===== src/rtl/uart_fc_pkg.sv =====
package uart_fc_pkg;

  localparam logic [7:0] XON_CHAR  = 8'h11;
  localparam logic [7:0] XOFF_CHAR = 8'h13;

  // Strobes from the control module to the datapath, valid for one cycle
  typedef struct packed {
    logic       sendFlow;   // load flowByte into the serializer
    logic       sendUser;   // load the transmit queue head and pop it
    logic [7:0] flowByte;
  } fc_strobe_t;

  typedef enum logic [2:0] {
    RX_IDLE,
    RX_START,
    RX_DATA,
    RX_STOP,
    RX_HOLD
  } rx_state_t;

endpackage


===== src/rtl/uart_fc_fifo.sv =====
module uart_fc_fifo #(
  parameter int WIDTH = 8,
  parameter int DEPTH = 16
) (
  input  logic             clk,
  input  logic             rst,
  input  logic             push,
  input  logic             pop,
  input  logic [WIDTH-1:0] din,
  output logic [WIDTH-1:0] dout,
  output logic             present,
  output logic             full,
  output logic             half
);

  localparam int AW = $clog2(DEPTH);
  localparam int CW = AW + 1;

  logic [WIDTH-1:0] mem [DEPTH];
  logic [AW-1:0]    wrPtr;
  logic [AW-1:0]    rdPtr;
  logic [CW-1:0]    count;
  logic             doPush;
  logic             doPop;

  assign doPush  = push && (count != CW'(DEPTH));
  assign doPop   = pop && (count != '0);
  assign dout    = mem[rdPtr];
  assign present = (count != '0);
  assign full    = (count == CW'(DEPTH));
  assign half    = (count >= CW'(DEPTH / 2));

  always_ff @(posedge clk) begin
    if (doPush) mem[wrPtr] <= din;
  end

  always_ff @(posedge clk) begin
    if (rst) begin
      wrPtr <= '0;
      rdPtr <= '0;
      count <= '0;
    end else begin
      if (doPush) wrPtr <= wrPtr + AW'(1);
      if (doPop)  rdPtr <= rdPtr + AW'(1);
      count <= count + CW'(doPush) - CW'(doPop);
    end
  end

  // A push into a full queue must leave it full with the same head entry
  assert_no_overflow_R7: assert property (@(posedge clk) disable iff (rst)
    (full && push && !pop) |=> (full && $stable(dout)));

  // An accepted push always makes data visible on the next cycle
  assert_present_after_push_R6: assert property (@(posedge clk) disable iff (rst)
    (push && !full) |=> present);

endmodule


===== src/rtl/uart_fc_datapath.sv =====
module uart_fc_datapath
  import uart_fc_pkg::*;
#(
  parameter int CLK_DIV    = 27,
  parameter int FIFO_DEPTH = 16,
  parameter int DATA_W     = 8
) (
  input  logic              clk,
  input  logic              rst,
  input  logic              rxIn,
  output logic              txOut,
  input  logic [DATA_W-1:0] wrData,
  input  logic              wrStrobe,
  output logic              txDataPresent,
  output logic              txFull,
  output logic              txHalfFull,
  output logic [DATA_W-1:0] rdData,
  input  logic              rdStrobe,
  output logic              rxDataPresent,
  output logic              rxFull,
  output logic              rxHalfFull,
  input  fc_strobe_t        strb,
  output logic              txIdle
);

  localparam int BW       = $clog2(CLK_DIV);
  localparam int NQ       = 2;          // queue 0 receive, queue 1 transmit
  localparam int FRAME_B  = DATA_W + 2;
  localparam int LW       = $clog2(FRAME_B + 1);
  localparam int BIDX_W   = $clog2(DATA_W);

  // ---------------- baud enable ----------------
  logic [BW-1:0] baudCnt;
  logic          baudTick;

  always_ff @(posedge clk) begin
    if (rst) begin
      baudCnt  <= '0;
      baudTick <= 1'b0;
    end else if (baudCnt == BW'(CLK_DIV - 1)) begin
      baudCnt  <= '0;
      baudTick <= 1'b1;
    end else begin
      baudCnt  <= baudCnt + BW'(1);
      baudTick <= 1'b0;
    end
  end

  assert_tick_single_R2: assert property (@(posedge clk) disable iff (rst)
    baudTick |=> !baudTick);

  // ---------------- queues ----------------
  logic [NQ-1:0]             fPush;
  logic [NQ-1:0]             fPop;
  logic [NQ-1:0][DATA_W-1:0] fDin;
  logic [NQ-1:0][DATA_W-1:0] fDout;
  logic [NQ-1:0]             fPres;
  logic [NQ-1:0]             fFull;
  logic [NQ-1:0]             fHalf;

  for (genvar g = 0; g < NQ; g++) begin : g_queue
    uart_fc_fifo #(.WIDTH(DATA_W), .DEPTH(FIFO_DEPTH)) u_fifo (
      .clk    (clk),
      .rst    (rst),
      .push   (fPush[g]),
      .pop    (fPop[g]),
      .din    (fDin[g]),
      .dout   (fDout[g]),
      .present(fPres[g]),
      .full   (fFull[g]),
      .half   (fHalf[g])
    );
  end

  assign rdData        = fDout[0];
  assign rxDataPresent = fPres[0];
  assign rxFull        = fFull[0];
  assign rxHalfFull    = fHalf[0];
  assign txDataPresent = fPres[1];
  assign txFull        = fFull[1];
  assign txHalfFull    = fHalf[1];

  // ---------------- receiver ----------------
  logic [1:0]        rxSync;
  logic              rxLine;
  rx_state_t         rxState;
  logic [3:0]        rxTicks;
  logic [BIDX_W-1:0] rxBit;
  logic [DATA_W-1:0] rxShift;
  logic              rxPush;

  assign rxLine = rxSync[1];

  always_ff @(posedge clk) begin
    if (rst) begin
      rxSync  <= 2'b11;
      rxState <= RX_IDLE;
      rxTicks <= '0;
      rxBit   <= '0;
      rxShift <= '0;
      rxPush  <= 1'b0;
    end else begin
      rxSync <= {rxSync[0], rxIn};
      rxPush <= 1'b0;
      unique case (rxState)
        RX_IDLE: begin
          if (baudTick && !rxLine) begin
            rxState <= RX_START;
            rxTicks <= '0;
          end
        end
        RX_START: begin
          if (baudTick) begin
            if (rxTicks == 4'd7) begin
              rxTicks <= '0;
              rxBit   <= '0;
              rxState <= rxLine ? RX_IDLE : RX_DATA;
            end else begin
              rxTicks <= rxTicks + 4'd1;
            end
          end
        end
        RX_DATA: begin
          if (baudTick) begin
            if (rxTicks == 4'd15) begin
              rxTicks <= '0;
              rxShift <= {rxLine, rxShift[DATA_W-1:1]};
              if (rxBit == BIDX_W'(DATA_W - 1)) rxState <= RX_STOP;
              else                               rxBit   <= rxBit + BIDX_W'(1);
            end else begin
              rxTicks <= rxTicks + 4'd1;
            end
          end
        end
        RX_STOP: begin
          if (baudTick) begin
            if (rxTicks == 4'd15) begin
              rxTicks <= '0;
              if (rxLine) begin
                rxPush  <= 1'b1;
                rxState <= RX_IDLE;
              end else begin
                rxState <= RX_HOLD;
              end
            end else begin
              rxTicks <= rxTicks + 4'd1;
            end
          end
        end
        RX_HOLD: begin
          if (rxLine) rxState <= RX_IDLE;
        end
        default: rxState <= RX_IDLE;
      endcase
    end
  end

  assign fPush[0] = rxPush;
  assign fPop[0]  = rdStrobe;
  assign fDin[0]  = rxShift;

  // A byte is only stored while the stop bit is still high on the line
  assert_stop_high_R4: assert property (@(posedge clk) disable iff (rst)
    rxPush |-> rxLine);

  // ---------------- transmitter ----------------
  logic               txBusy;
  logic [FRAME_B-1:0] txShift;
  logic [3:0]         txTicks;
  logic [LW-1:0]      txLeft;
  logic               txLoad;
  logic [DATA_W-1:0]  txByte;

  assign txIdle   = !txBusy;
  assign txLoad   = !txBusy && (strb.sendFlow || strb.sendUser);
  assign txByte   = strb.sendFlow ? strb.flowByte : fDout[1];
  assign fPush[1] = wrStrobe;
  assign fPop[1]  = !txBusy && strb.sendUser;
  assign fDin[1]  = wrData;
  assign txOut    = txShift[0];

  always_ff @(posedge clk) begin
    if (rst) begin
      txBusy  <= 1'b0;
      txShift <= '1;
      txTicks <= '0;
      txLeft  <= '0;
    end else if (txLoad) begin
      txBusy  <= 1'b1;
      txShift <= {1'b1, txByte, 1'b0};
      txTicks <= '0;
      txLeft  <= LW'(FRAME_B);
    end else if (txBusy && baudTick) begin
      if (txTicks == 4'd15) begin
        txTicks <= '0;
        txShift <= {1'b1, txShift[FRAME_B-1:1]};
        txLeft  <= txLeft - LW'(1);
        if (txLeft == LW'(1)) txBusy <= 1'b0;
      end else begin
        txTicks <= txTicks + 4'd1;
      end
    end
  end

  assert_idle_high_R1: assert property (@(posedge clk) disable iff (rst)
    !txBusy |-> txOut);

  assert_single_load_R9: assert property (@(posedge clk) disable iff (rst)
    $onehot0({strb.sendFlow, strb.sendUser}));

endmodule


===== src/rtl/uart_fc_ctrl.sv =====
module uart_fc_ctrl
  import uart_fc_pkg::*;
(
  input  logic       clk,
  input  logic       rst,
  input  logic       rxHalf,
  input  logic       txHasData,
  input  logic       txIdle,
  output fc_strobe_t strb
);

  logic       hfPrev;
  logic       hfEvent;
  logic       pendValid;
  logic [7:0] pendByte;

  assign hfEvent = hfPrev ^ rxHalf;

  always_ff @(posedge clk) begin
    if (rst) begin
      hfPrev    <= 1'b0;
      pendValid <= 1'b0;
      pendByte  <= XON_CHAR;
    end else begin
      hfPrev <= rxHalf;
      if (hfEvent) begin
        pendValid <= 1'b1;
        pendByte  <= rxHalf ? XOFF_CHAR : XON_CHAR;
      end else if (strb.sendFlow) begin
        pendValid <= 1'b0;
      end
    end
  end

  // Nothing starts in an event cycle, so the newest flow byte always wins
  always_comb begin
    strb.flowByte = pendByte;
    strb.sendFlow = txIdle && pendValid && !hfEvent;
    strb.sendUser = txIdle && !pendValid && !hfEvent && txHasData;
  end

  assert_xoff_on_rise_R8: assert property (@(posedge clk) disable iff (rst)
    $rose(rxHalf) |=> (pendValid && pendByte == XOFF_CHAR));

  assert_xon_on_fall_R8: assert property (@(posedge clk) disable iff (rst)
    $fell(rxHalf) |=> (pendValid && pendByte == XON_CHAR));

  // A changed flag replaces any flow byte that has not started yet
  assert_latest_only_R10: assert property (@(posedge clk) disable iff (rst)
    (pendValid && hfEvent) |=> (pendByte == (rxHalf ? XOFF_CHAR : XON_CHAR)));

endmodule


===== src/rtl/uart_xonxoff.sv =====
module uart_xonxoff
  import uart_fc_pkg::*;
#(
  parameter int CLK_DIV    = 27,
  parameter int FIFO_DEPTH = 16
) (
  input  logic       clk,
  input  logic       rst,
  input  logic       rxIn,
  output logic       txOut,
  input  logic [7:0] wrData,
  input  logic       wrStrobe,
  output logic       txDataPresent,
  output logic       txFull,
  output logic       txHalfFull,
  output logic [7:0] rdData,
  input  logic       rdStrobe,
  output logic       rxDataPresent,
  output logic       rxFull,
  output logic       rxHalfFull
);

  fc_strobe_t strb;
  logic       txIdle;

  uart_fc_datapath #(.CLK_DIV(CLK_DIV), .FIFO_DEPTH(FIFO_DEPTH), .DATA_W(8)) u_dp (
    .clk          (clk),
    .rst          (rst),
    .rxIn         (rxIn),
    .txOut        (txOut),
    .wrData       (wrData),
    .wrStrobe     (wrStrobe),
    .txDataPresent(txDataPresent),
    .txFull       (txFull),
    .txHalfFull   (txHalfFull),
    .rdData       (rdData),
    .rdStrobe     (rdStrobe),
    .rxDataPresent(rxDataPresent),
    .rxFull       (rxFull),
    .rxHalfFull   (rxHalfFull),
    .strb         (strb),
    .txIdle       (txIdle)
  );

  uart_fc_ctrl u_ctrl (
    .clk      (clk),
    .rst      (rst),
    .rxHalf   (rxHalfFull),
    .txHasData(txDataPresent),
    .txIdle   (txIdle),
    .strb     (strb)
  );

endmodule


===== config.mk =====
export PLATFORM = sky130hd
export DESIGN_NAME = uart_xonxoff
export DESIGN_NICKNAME = d
export VERILOG_FILES = /design/src/rtl/uart_fc_pkg.sv /design/src/rtl/uart_fc_fifo.sv /design/src/rtl/uart_fc_datapath.sv /design/src/rtl/uart_fc_ctrl.sv /design/src/rtl/uart_xonxoff.sv
export SDC_FILE = /design/constraint.sdc
export NUM_CORES = 1
export LEC_CHECK = 0
export ABC_CLOCK_PERIOD_IN_PS = 3500
export BUFFER_PORTS_ARGS = -buffer_cell sky130_fd_sc_hd__buf_2
export CAP_MARGIN = 30
export CORE_MARGIN = 2
export CORE_UTILIZATION = 39
export CTS_CLUSTER_SIZE = 16
export DETAILED_ROUTE_END_ITERATION = 7
export PLACE_DENSITY_LB_ADDON = 0.1
export SLEW_MARGIN = 20
export SYNTH_ARGS = -nofsm -noshare
export SYNTH_HDL_FRONTEND = slang
export SYNTH_SLANG_ARGS = --single-unit
export TNS_END_PERCENT = 30

===== constraint.sdc =====
create_clock -name clk -period 3.5 [get_ports clk]
set_input_delay 0.7 -clock clk [delete_from_list [all_inputs] [get_ports clk]]
set_output_delay 0.7 -clock clk [all_outputs]
set_load 0.005 [all_outputs]

==> impl_metrics.json, run 1 <==
{
  "cp_max_fo": 8,
  "clock_sink_count": 338,
  "timing.final.max_slew_violations": 0,
  "worst-path-buf-inv": 3,
  "number_of_synthesized_register_bits": 338,
  "timing_worst_slew_pin_value_ps": 809.7,
  "critical-path-slowest-cell": "or4b_1",
  "cts_repair_resize_count": 0,
  "layout-drive-gt1-share_pct": 21.65,
  "rsz_0062_raised_after_global_routing": "false",
  "synth_top_family_by_area": "multiplexers",
  "design.core.area_mm2": 0.03446,
  "yosysTopAreaCell": "edfxtp_1",
  "antenna_found_initial": 0,
  "cell_types_occupying_the_most_area_after_synthesis": "edfxtp_1, mux4_2, dfxtp_1",
  "die_h_um": 191.0,
  "io_pins": 28,
  "clock_tree.buffer_depth": 3,
  "cpLargestDelayFamily": "simple AND/OR/NAND/NOR gates",
  "cts_hold_buffers": 0,
  "io_buffers": 27,
  "hold_viol_final": 0,
  "share_clk_of_total_power_pct": 36.5,
  "synth_compound_area_share_pct": 2.973,
  "swShare_pct": 26.24,
  "yosys.area_share.adder_pct": 3.414,
  "fin_nets": 943,
  "detail_route.iter0.violations": 468,
  "cp.required_ps": 3890,
  "first_pass_grt_wire_length_um": 42870,
  "post_synth_xor_xnor_area_pct": 1.670,
  "cts_post_setup_buffers_inserted": 0,
  "whs_path_depth": 2,
  "post_dp_cell_area_mm2": 0.01440,
  "timing.clock.skew_ps": 21.68,
  "internal-power_mw": 8.097,
  "ir_worst_vdd_mv": 0.4438,
  "timing.final.crit_share_pct": 91.83,
  "syn-instance-count": 833,
  "worst_setup_path_start_kind": "flip-flop",
  "switching_power_mw": 2.881,
  "hp-class": "in -> reg",
  "avgSynthCellArea_um2": 16.37,
  "r2r.worst_path.cells": 15,
  "total_power_mw": 10.98,
  "synth_top_cell_area_share_pct": 56.38,
  "worstSetupPathDepth": 15,
  "antenna_left": 0,
  "cts.root.buffer_cell": "clkbuf_16",
  "finalCriticalPeriod_ps": 3214,
  "worst-setup-path-type": "reg -> reg",
  "setup.reg_to_reg.worst_slack_ps": 290,
  "floorplan.initialDensity_pct": 39.57,
  "synth.yosys.seq_area_share_pct": 68.42,
  "postSynth.topFlopCell": "edfxtp_1",
  "tritoncts": "done",
  "sum_neg_setup_slack_ps": 0,
  "wl_final_um": 26950,
  "timing.critical_path.to_type": "flip-flop",
  "p_leak_nw": 5.206,
  "arrival_ps": 3610,
  "detailroute.via_count": 7146,
  "p_per_area_mw_per_mm2": 699.4,
  "die-width_um": 191.0,
  "drt-pass1-iter-count": 6,
  "floorplan.die_area_mm2": 0.03647,
  "slowest_delay_ps": 530,
  "async_flop_share_pct": 0,
  "htree_levels": 2,
  "post-dp-hpwl_um": 18210,
  "cts-buffers-inserted": 39,
  "routed_wire_length_per_instance_um": 19.54,
  "synth_to_final_area_change_pct": 15.12,
  "mappedNetlistNets": 882,
  "power.share.sequential_pct": 42.8,
  "outcome": "finished, final reports clean",
  "ys_types": 57,
  "design_area_mm2": 0.01570,
  "layout.filler_cells": 3009,
  "num_rows": 68,
  "slew_headroom_pct": 45.82,
  "final-setup-viol-count": 0,
  "synth_simple_gate_area_share_pct": 7.121,
  "via_per_inst": 5.182,
  "insertedDiodeCount": 0,
  "groute.usage.overall_pct": 15.38,
  "detail_route.drc_violations": 0,
  "grt_start_max_net_pins": 34,
  "synth_enable_flop_cells": 256,
  "total_standard_cell_area_after_synthesis_mm2": 0.01363,
  "number_of_maximum_capacitance_constraint_violations": 0,
  "gr-total-overflow": 0,
  "clk_latency_ps": 530,
  "crit_path_cell_trace": "inv_1, ha_1, or4b_1, and4_1, nor2_4, inv_2, ha_1, inv_1, ha_1, fa_1, a21oi_1, nor2_1, nor2_1, xnor2_1, nor2_1",
  "yosysWarnings": 0,
  "worst_setup_hold_path_clk_slew_ps": 60,
  "maxClockFrequency_mhz": 311.1,
  "comb_power_share_pct": 20.7,
  "globalplace.congestion": 0.7490,
  "vias_in_the_first_global_route": 7559,
  "muxShareOfSynthArea_pct": 14.10
}
-- final timing paths --
kind                                              start                                          to
max          u_dp.g_queue[0].u_fifo.count[2]$_SDFF_PP0_  u_dp.g_queue[1].u_fifo.count[4]$_SDFF_PP0_
min                                                rxIn                   u_dp.rxSync[0]$_SDFF_PP1_
max reg2reg  u_dp.g_queue[0].u_fifo.count[2]$_SDFF_PP0_  u_dp.g_queue[1].u_fifo.count[4]$_SDFF_PP0_
min reg2reg                   u_dp.rxSync[0]$_SDFF_PP1_                   u_dp.rxSync[1]$_SDFF_PP1_
-- routing by layer --
| layer | track usage (%) | wire length, um |
|---|---|---|
| met3 | 2.607 | 1136 |
| met2 | 25.60 | 13040 |
| met5 | 0 | 0 |
| met4 | 4.204 | 512 |
| met1 | 20.91 | 12250 |
-- synthesized netlist by cell type (all sizes together), types with 3 or more instances --
library cell,number
o22ai,3
a31oi,3
a211oi,3
dfxtp,82
a21oi,30
ha,34
mux4,78
nor2,86
nor3b,3
nor2b,5
or3,7
a21o,4
xnor2,12
and2,3
inv,33
nand2b,11
buf,20
o21ai,10
mux2i,14
nor3,14
nand2,36
nand4,7
or2,5
clkbuf,18
xor2,14
nand3,13
edfxtp,256
or4b,3
-- through the flow --
| step | setup WS, ps | hold slack, ps | utilization, % | cells |
|---|---|---|---|---|
| finish | 286.0 | 388.3 | 45.55 | 1379 |
| floorplan | 521.6 | 389.5 | - | 833 |
| detailed placement | 294.3 | 417.0 | 41.80 | 1307 |
| global placement | 349.9 | 412.4 | 41.80 | 1307 |
| CTS | 278.7 | 371.8 | 45.53 | 1378 |
| global route | 12.70 | 382.5 | 45.55 | 1379 |
-- cell type report --
| type | count | area, um2 | share of cell area, % |
|---|---|---|---|
| clock buffer | 52 | 1076 | 6.855 |
| clock inverter | 19 | 210.2 | 1.339 |
| inverter | 33 | 123.9 | 0.7892 |
| multi-input combinational | 424 | 3993 | 25.44 |
| sequential | 338 | 9331 | 59.45 |
| tap | 455 | 569.3 | 3.627 |
| timing repair buffer | 58 | 392.9 | 2.503 |
-- placed cells by master (no fill, tap or decap), types with 5 or more instances in the layout --
| master | Yosys | layout |
|---|---|---|
| nand2_1 | 36 | 36 |
| nand2b_1 | 11 | 11 |
| clkinv_1 | 0 | 5 |
| nand4_1 | 7 | 7 |
| buf_4 | 1 | 29 |
| clkinv_2 | 0 | 6 |
| mux2i_1 | 14 | 14 |
| a21oi_1 | 30 | 30 |
| inv_1 | 32 | 32 |
| clkbuf_16 | 0 | 40 |
| xor2_1 | 14 | 14 |
| dfxtp_1 | 82 | 80 |
| nor2_1 | 84 | 84 |
| nand3_1 | 13 | 13 |
| mux4_2 | 74 | 74 |
| edfxtp_1 | 256 | 256 |
| nor2b_1 | 5 | 5 |
| or3_1 | 7 | 7 |
| buf_2 | 9 | 27 |
| o21ai_0 | 10 | 10 |
| ha_1 | 34 | 34 |
| nor3_1 | 14 | 14 |
| clkbuf_1 | 18 | 9 |
| xnor2_1 | 12 | 12 |
-- power groups by stage --
stage | combinational [mW] | sequential [mW] | clock, mW
floorplan | 1.75 | 4.69 | 0
global placement | 2.26 | 4.76 | 0
detailed placement | 2.31 | 4.78 | 0
CTS | 2.33 | 4.70 | 4.12
global route | 2.53 | 4.72 | 4.29
finish | 2.27 | 4.70 | 4.01
-- worst register-to-register path, cell delays in order (launching register included) --
cell,delay [ps]
dfxtp_1,320
inv_1,100
ha_1,180
or4b_1,530
and4_1,270
nor2_4,180
inv_2,120
ha_1,280
inv_1,40
ha_1,200
fa_1,410
a21oi_1,140
nor2_1,50
nor2_1,110
xnor2_1,120
nor2_1,50
-- kinds of logic (layout without fill, tap and decap cells) --
family,Yosys count,in the layout
simple gates,203,203
fa+ha+maj,36,36
mux,93,93
buf+inv,71,162
xor+xnor,26,26
compound gates,66,66
flops,338,338
-- sequential cells by signal (all words and copies together), names as in the netlist, 4 cells and up, named ones only --
| signal | count |
|---|---|
| u_dp.rxTicks | 4 |
| u_dp.txTicks | 4 |
| u_dp.txShift | 9 |
| u_dp.g_queue.u_fifo.rdPtr | 8 |
| u_dp.txLeft | 4 |
| u_dp.g_queue.u_fifo.count | 10 |
| u_dp.baudCnt | 5 |
| u_dp.g_queue.u_fifo.mem | 256 |
| u_dp.g_queue.u_fifo.wrPtr | 8 |
| u_dp.rxShift | 8 |
(Power assumes the default switching activity.)
==> run 2, diff against run 1 <==
--- a/config.mk
+++ b/config.mk
@@ -16,5 +16,6 @@
 export SLEW_MARGIN = 20
 export SYNTH_ARGS = -nofsm -noshare
 export SYNTH_HDL_FRONTEND = slang
+export SYNTH_HIERARCHICAL = 1
 export SYNTH_SLANG_ARGS = --single-unit
 export TNS_END_PERCENT = 30
==> run 2 against run 1 <==
Compared with the run above: first-iteration DRC count down 11%; power down 8.0%; hold slack worse by 1.6 ps; register-to-register slack about the same; sequential share of layout area down 0.23 points; critical path depth unchanged; sequential power down 2%; clock power down 8.7%; critical endpoint is now u_dp/g_queue[1].u_fifo/count[4]$_SDFF_PP0_; non-clock buffer count up 1; die area up 1.9%; utilization down 0.93 points; via count up 1.6%.
==> impl_metrics.json, run 2 <==
{
  "outcome": "finished, final reports clean",
  "antenna_left": 0,
  "detail_route.drc_violations": 0,
  "first_pass_grt_wire_length_um": 42730,
  "hold_viol_final": 0,
  "total_standard_cell_area_after_synthesis_mm2": 0.01391,
  "num_rows": 69,
  "fin_nets": 982,
  "number_of_maximum_capacitance_constraint_violations": 0,
  "cell_types_occupying_the_most_area_after_synthesis": "edfxtp_1, dfxtp_1, mux4_2",
  "min_hold_slack_ps": 386.7,
  "io_pins": 28,
  "cp.required_ps": 3890,
  "sum_neg_setup_slack_ps": 0,
  "layout-drive-gt1-share_pct": 17.69,
  "insertedDiodeCount": 0,
  "design_area_mm2": 0.01576,
  "yosys.cell_count.top_type": "edfxtp_1",
  "die-width_um": 192.8,
  "drt-pass1-iter-count": 4,
  "synth_to_final_area_change_pct": 13.31,
  "async_flop_share_pct": 0,
  "timing_worst_slew_pin_value_ps": 898.4,
  "largest_reg_flops": 256,
  "cp_max_fo": 6,
  "post-dp-hpwl_um": 17420,
  "worst_setup_hold_path_clk_slew_ps": 60,
  "cts.root.buffer_cell": "clkbuf_16",
  "synth_enable_flop_cells": 256,
  "worst-setup-path-type": "reg -> reg",
  "cp-startpoint": "u_dp/g_queue[1].u_fifo/count[2]$_SDFF_PP0_",
  "globalplace.congestion": 0.7170,
  "yosysWarnings": 6,
  "antenna_found_initial": 2,
  "ys_types": 55,
  "synth_top_cell_area_share_pct": 55.28,
  "layout_common_cells": "edfxtp_1, dfxtp_1, nor2_1",
  "finalCriticalPeriod_ps": 3208,
  "final-setup-viol-count": 0,
  "slew_headroom_pct": 39.89,
  "groute.usage.overall_pct": 15.04,
  "synth.yosys.seq_area_share_pct": 67.09,
  "largest_registers_ranked_by_flip_flop_count": "u_dp/g_queue.u_fifo/mem (256), u_dp/g_queue.u_fifo/count (10), u_dp/txShift (9)",
  "timing.final.crit_share_pct": 91.65,
  "clock_sink_count": 338,
  "maxClockFrequency_mhz": 311.8,
  "via_per_inst": 5.105,
  "layout_commonest_cell": "edfxtp_1",
  "tritoncts": "done",
  "clk_latency_ps": 520,
  "io_buffers": 27,
  "worstReg2RegStart": "u_dp/g_queue[1].u_fifo/count[2]$_SDFF_PP0_",
  "floorplan.initialDensity_pct": 39.38,
  "hp-class": "in -> reg",
  "hold_crit_start": "rxIn",
  "list_of_most_frequent_post_synthesis_cells": "edfxtp_1, dfxtp_1, nor2_1, mux4_2, nand2_1",
  "layout.filler_cells": 3145,
  "timing.clock.skew_ps": 23.25,
  "gr-total-overflow": 0,
  "grt_start_max_net_pins": 37,
  "post_dp_cell_area_mm2": 0.01459,
  "number_of_synthesized_register_bits": 338,
  "postSynth.topFlopCell": "edfxtp_1",
  "clock_tree.buffer_depth": 3,
  "p_leak_nw": 5.401,
  "syn-instance-count": 877,
  "fin_cells": 1422,
  "detail_route.iter0.violations": 415,
  "timing.final.max_slew_violations": 0,
  "setup.reg_to_reg.worst_slack_ps": 290,
  "placed_cells_incl_taps": 1353,
  "die_h_um": 192.8,
  "timing.critical_path.to_type": "flip-flop",
  "yosysTopAreaCell": "edfxtp_1",
  "total_power_mw": 10.10,
  "floorplan.die_area_mm2": 0.03718,
  "avgSynthCellArea_um2": 15.86,
  "max_flop_register": "u_dp/g_queue.u_fifo/mem",
  "detailroute.via_count": 7259,
  "htree_levels": 2,
  "p_per_area_mw_per_mm2": 640.9,
  "ir_worst_vdd_mv": 0.3368,
  "cts-buffers-inserted": 38,
  "arrival_ps": 3600,
  "wl_final_um": 26670,
  "vias_in_the_first_global_route": 7533,
  "rsz_0062_raised_after_global_routing": "false",
  "routed_wire_length_per_instance_um": 18.75,
  "design.core.area_mm2": 0.03531,
  "worst_setup_path_start_kind": "flip-flop"
}
[run 2: cell types whose count changed in the layout (fill, tap and decap cells not counted), moves of 6 or more]
cell	delta
nor2b_1	+12
mux4_2	-26
conb_1	+7
mux4_1	+12
nand2_1	+7
nand3_1	+9
a2111oi_0	+7
nor2_1	-8
and3_1	+6
a22oi_1	+32
[run 2: worst max-delay path, stage by stage, from the launching register on]
cell      delay (ps)
dfxtp_1          310
inv_1            100
ha_1             180
or4b_1           570
and4b_1          240
nor2b_2          180
nand2_2          100
inv_1             50
ha_1             260
inv_1             40
ha_1             200
fa_1             440
a21oi_1          160
o21bai_1          90
xor2_1           130
nor2_1            50
[run 2: final timing paths]
path	to	cells after the start
worst max register to register	u_dp/g_queue[1].u_fifo/count[4]$_SDFF_PP0_	15
worst min register to register	u_dp/rxSync[1]$_SDFF_PP1_	1
worst max-delay path	u_dp/g_queue[1].u_fifo/count[4]$_SDFF_PP0_	15
worst min-delay path	u_dp/rxSync[0]$_SDFF_PP1_	2
[run 2: cells by family (layout without fill, tap and decap cells)]
group           Yosys count  in the layout  share of synthesized area [%]
compound gates           90             90                          4.526
xor+xnor                 29             29                          1.826
fa+ha+maj                36             36                          3.347
buf+inv                  81            160                          3.212
flops                   338            338                          67.09
mux                      82             82                          12.09
other cells               2              7                        0.05401
simple gates            219            219                          7.855
[run 2: repair_timing]
action | CTS | global route
endpoints found under the setup margin | 0 | 3
hold buffers | 0 | 0
gates resized for setup | 0 | 2
setup buffers | 0 | 0
[run 2: cell type report]
class	instances	area, um2	area share, %
flip-flops and latches	338	9331	59.22
multi-input cells	463	4159	26.40
clock buffers	51	1021	6.480
well taps	461	576.8	3.661
repair buffers	59	412.9	2.620
clock inverters	17	131.4	0.8338
inverters	33	123.9	0.7862
[run 2: metal layers]
layer | vias up | track usage [%] | wire, um
li1 | 3442 | - | -
met4 | 2 | 3.729 | 452
met5 | - | 0 | 11
met3 | 38 | 2.746 | 984
met2 | 103 | 23.89 | 12370
met1 | 3674 | 21.40 | 12850
[run 2: report_power, final]
part           total, mW  switching, mW  internal [mW]
registers           4.62          0.147           4.47
logic               1.82          0.937          0.883
clock network       3.66           1.53           2.13
total               10.1           2.61           7.49
[run 2: stage by stage]
| step | utilization [%] | setup WS, ps |
|---|---|---|
| floorplan | - | 154.2 |
| global placement | 41.31 | 180.3 |
| detailed placement | 41.31 | 179.4 |
| CTS | 44.57 | 150.5 |
| global route | 44.62 | 8.029 |
| finish | 44.62 | 292.4 |
==> run 3, diff against run 2 <==
--- a/config.mk
+++ b/config.mk
@@ -5,6 +5,7 @@
 export SDC_FILE = /design/constraint.sdc
 export NUM_CORES = 1
 export LEC_CHECK = 0
+export ABC_AREA = 1
 export ABC_CLOCK_PERIOD_IN_PS = 3500
 export BUFFER_PORTS_ARGS = -buffer_cell sky130_fd_sc_hd__buf_2
 export CAP_MARGIN = 30
==> run 3 against run 2 <==
Compared with the run above: design area up 8.5%; synthesized cell count grew 88%; final cell count is 56% higher; global-route usage is 2.4 points higher; first-iteration DRC count increased by 60%; setup slack better by 270 ps; largest cell class unchanged.
==> impl_metrics.json, run 3 <==
{
  "outcome": "finished, final reports clean",
  "critical-path-top-cell-by-count": "nand2_1",
  "io_pins": 28,
  "ys_types": 41,
  "cell_types_occupying_the_most_area_after_synthesis": "edfxtp_1, nand2_1, dfxtp_1",
  "cp_max_fo": 64,
  "yosysTopAreaCell": "edfxtp_1",
  "crit_path_cell_trace": "buf_4, nand2_1, nand2_1, nand2_1, nand3_1, nand3_1, nand2_1, buf_2",
  "final_critical_path_setup_slack_ps": 562.8,
  "layout_common_cells": "nand2_1, inv_1, edfxtp_1",
  "max_flop_register": "u_dp/g_queue.u_fifo/mem",
  "htree_levels": 2,
  "timing.final.max_slew_violations": 0,
  "gr-total-overflow": 0,
  "number_of_synthesized_register_bits": 338,
  "r2r.worst_path.cells": 21,
  "io_buffers": 27,
  "post-dp-hpwl_um": 21280,
  "worst-setup-path-type": "reg -> out",
  "hold_viol_final": 0,
  "layout.filler_cells": 3724,
  "synth_top_cell_area_share_pct": 49.86,
  "fin_nets": 1717,
  "wl_final_um": 35160,
  "die-width_um": 202.8,
  "dpl_worst_slack_ps": 613.4,
  "clock_sink_count": 338,
  "slew_headroom_pct": 38.14,
  "insertedDiodeCount": 0,
  "multi_input_area_mm2": 0.004564,
  "internal-power_mw": 7.748,
  "tritoncts": "done",
  "cts.root.buffer_cell": "clkbuf_16",
  "comb_power_share_pct": 25.2,
  "synth_enable_flop_cells": 256,
  "clock_tree.buffer_depth": 3,
  "detailroute.via_count": 10290,
  "floorplan.initialDensity_pct": 39.71,
  "routed_wire_length_per_instance_um": 15.87,
  "async_flop_share_pct": 0,
  "groute.usage.overall_pct": 17.42,
  "yosysWarnings": 6,
  "timing.final.crit_share_pct": 83.92,
  "number_of_maximum_capacitance_constraint_violations": 0,
  "register_area_mm2": 0.009331,
  "synth_to_final_area_change_pct": 10.89,
  "syn-instance-count": 1646,
  "drt-pass1-iter-count": 5,
  "maxClockFrequency_mhz": 340.5,
  "floorplan.die_area_mm2": 0.04114,
  "hp-class": "in -> reg",
  "ir_worst_vdd_mv": 0.3978,
  "slowest_delay_ps": 570,
  "vias_in_the_first_global_route": 9852,
  "layout-drive-gt1-share_pct": 8.544,
  "worst-path-buf-inv": 2,
  "regToRegEndpoint": "u_dp/g_queue[1].u_fifo/count[4]$_SDFF_PP0_",
  "setup.reg_to_reg.worst_slack_ps": 630,
  "die_h_um": 202.8,
  "postSynth.topFlopCell": "edfxtp_1",
  "p_leak_nw": 7.496,
  "antenna_left": 0,
  "list_of_most_frequent_post_synthesis_cells": "nand2_1, inv_1, edfxtp_1, nand3_1, nor2_1",
  "via_per_inst": 4.647,
  "layout_commonest_cell": "nand2_1",
  "cts_repair_resize_count": 0,
  "yosys.cell_count.top_type": "nand2_1",
  "critical-path-slowest-cell": "buf_4",
  "cp.required_ps": 2800,
  "grt_start_max_net_pins": 65,
  "worstSetupPathDepth": 8,
  "sum_neg_setup_slack_ps": 0,
  "worst_setup_hold_path_clk_slew_ps": 60,
  "capturing_element_of_the_worst_setup_path": "rdData[0]",
  "worst_setup_path_start_kind": "flip-flop",
  "antenna_found_initial": 0,
  "largest_registers_ranked_by_flip_flop_count": "u_dp/g_queue.u_fifo/mem (256), u_dp/g_queue.u_fifo/count (10), u_dp/txShift (9)",
  "detail_route.drc_violations": 0,
  "first_pass_grt_wire_length_um": 55810,
  "finalCriticalPeriod_ps": 2937,
  "switching_power_mw": 3.684,
  "design.core.area_mm2": 0.03883,
  "num_rows": 72,
  "arrival_ps": 2240,
  "worstReg2RegStart": "u_dp/g_queue[0].u_fifo/count[1]$_SDFF_PP0_",
  "cpLargestDelayFamily": "buffers and inverters",
  "detail_route.iter0.violations": 662,
  "final-setup-viol-count": 0,
  "synth.yosys.seq_area_share_pct": 60.50,
  "avgSynthCellArea_um2": 9.367,
  "globalplace.congestion": 0.7885,
  "total_standard_cell_area_after_synthesis_mm2": 0.01542,
  "timing.critical_path.to_type": "primary output",
  "min_hold_slack_ps": 354.4,
  "clk_latency_ps": 540,
  "timing_worst_slew_pin_value_ps": 924.5,
  "largest_reg_flops": 256,
  "p_per_area_mw_per_mm2": 668.6,
  "cts_hold_buffers": 0,
  "share_clk_of_total_power_pct": 34.0,
  "rsz_0062_raised_after_global_routing": "false",
  "power.share.sequential_pct": 40.8,
  "swShare_pct": 32.22,
  "cts_post_setup_buffers_inserted": 0,
  "timing.clock.skew_ps": 26.96,
  "cts-buffers-inserted": 39
}
-- run 3: worst min path at each step --
stage / startpoint / cells after the start / endpoint
after floorplan: u_dp/rxSync[0]$_SDFF_PP1_ / 1 / u_dp/rxSync[1]$_SDFF_PP1_
after global placement: u_dp/rxSync[0]$_SDFF_PP1_ / 1 / u_dp/rxSync[1]$_SDFF_PP1_
after detailed placement: u_dp/rxSync[0]$_SDFF_PP1_ / 1 / u_dp/rxSync[1]$_SDFF_PP1_
after CTS: rxIn / 2 / u_dp/rxSync[0]$_SDFF_PP1_
after global routing: rxIn / 2 / u_dp/rxSync[0]$_SDFF_PP1_
final: rxIn / 2 / u_dp/rxSync[0]$_SDFF_PP1_
-- run 3: cell families after synthesis --
group	after synthesis	synth area share [%]
and+or+nand+nor	834	23.27
buffers and inverters	354	10.01
DFF	338	60.50
AOI/OAI and AO/OA	71	2.475
adders and majority gates	36	3.019
xor gates and xnor gates	8	0.4545
muxes	3	0.2191
other	2	0.04871
-- run 3: layer usage --
| metal | up-vias | global-route usage (%) | part of all wire (%) |
|---|---|---|---|
| li1 | 5294 | - | - |
| met1 | 4788 | 24.07 | 47 |
| met2 | 164 | 28.96 | 47 |
| met3 | 48 | 2.536 | 3.7 |
| met4 | 0 | 4.145 | 1.8 |
| met5 | - | 0 | 0 |
-- run 3: cell type report --
cell class                 instances  area share [%]
clock buffer                      58           6.601
clock inverter                    12          0.5562
inverter                         291           6.389
multi-input combinational        959           26.70
sequential                       338           54.58
tap                              518           3.791
timing repair buffer              39           1.390
-- run 3: metrics by stage --
step                utilization (%)  power [mW]  area (um2)  std cells
floorplan                         -       6.953       15440       1651
global placement              40.88       7.649       15870       2145
detailed placement            40.88       7.668       15870       2145
CTS                           44.04       11.60       17100       2215
global route                  44.04       12.14       17100       2215
finish                        44.04       11.43       17100       2215
-- run 3: power groups by stage --
stage               combinational [mW]  sequential [mW]  clock, mW
floorplan                         2.26             4.69          0
global placement                  2.91             4.74          0
detailed placement                2.92             4.74          0
CTS                               2.93             4.66       4.00
global route                      3.30             4.69       4.15
finish                            2.88             4.66       3.89
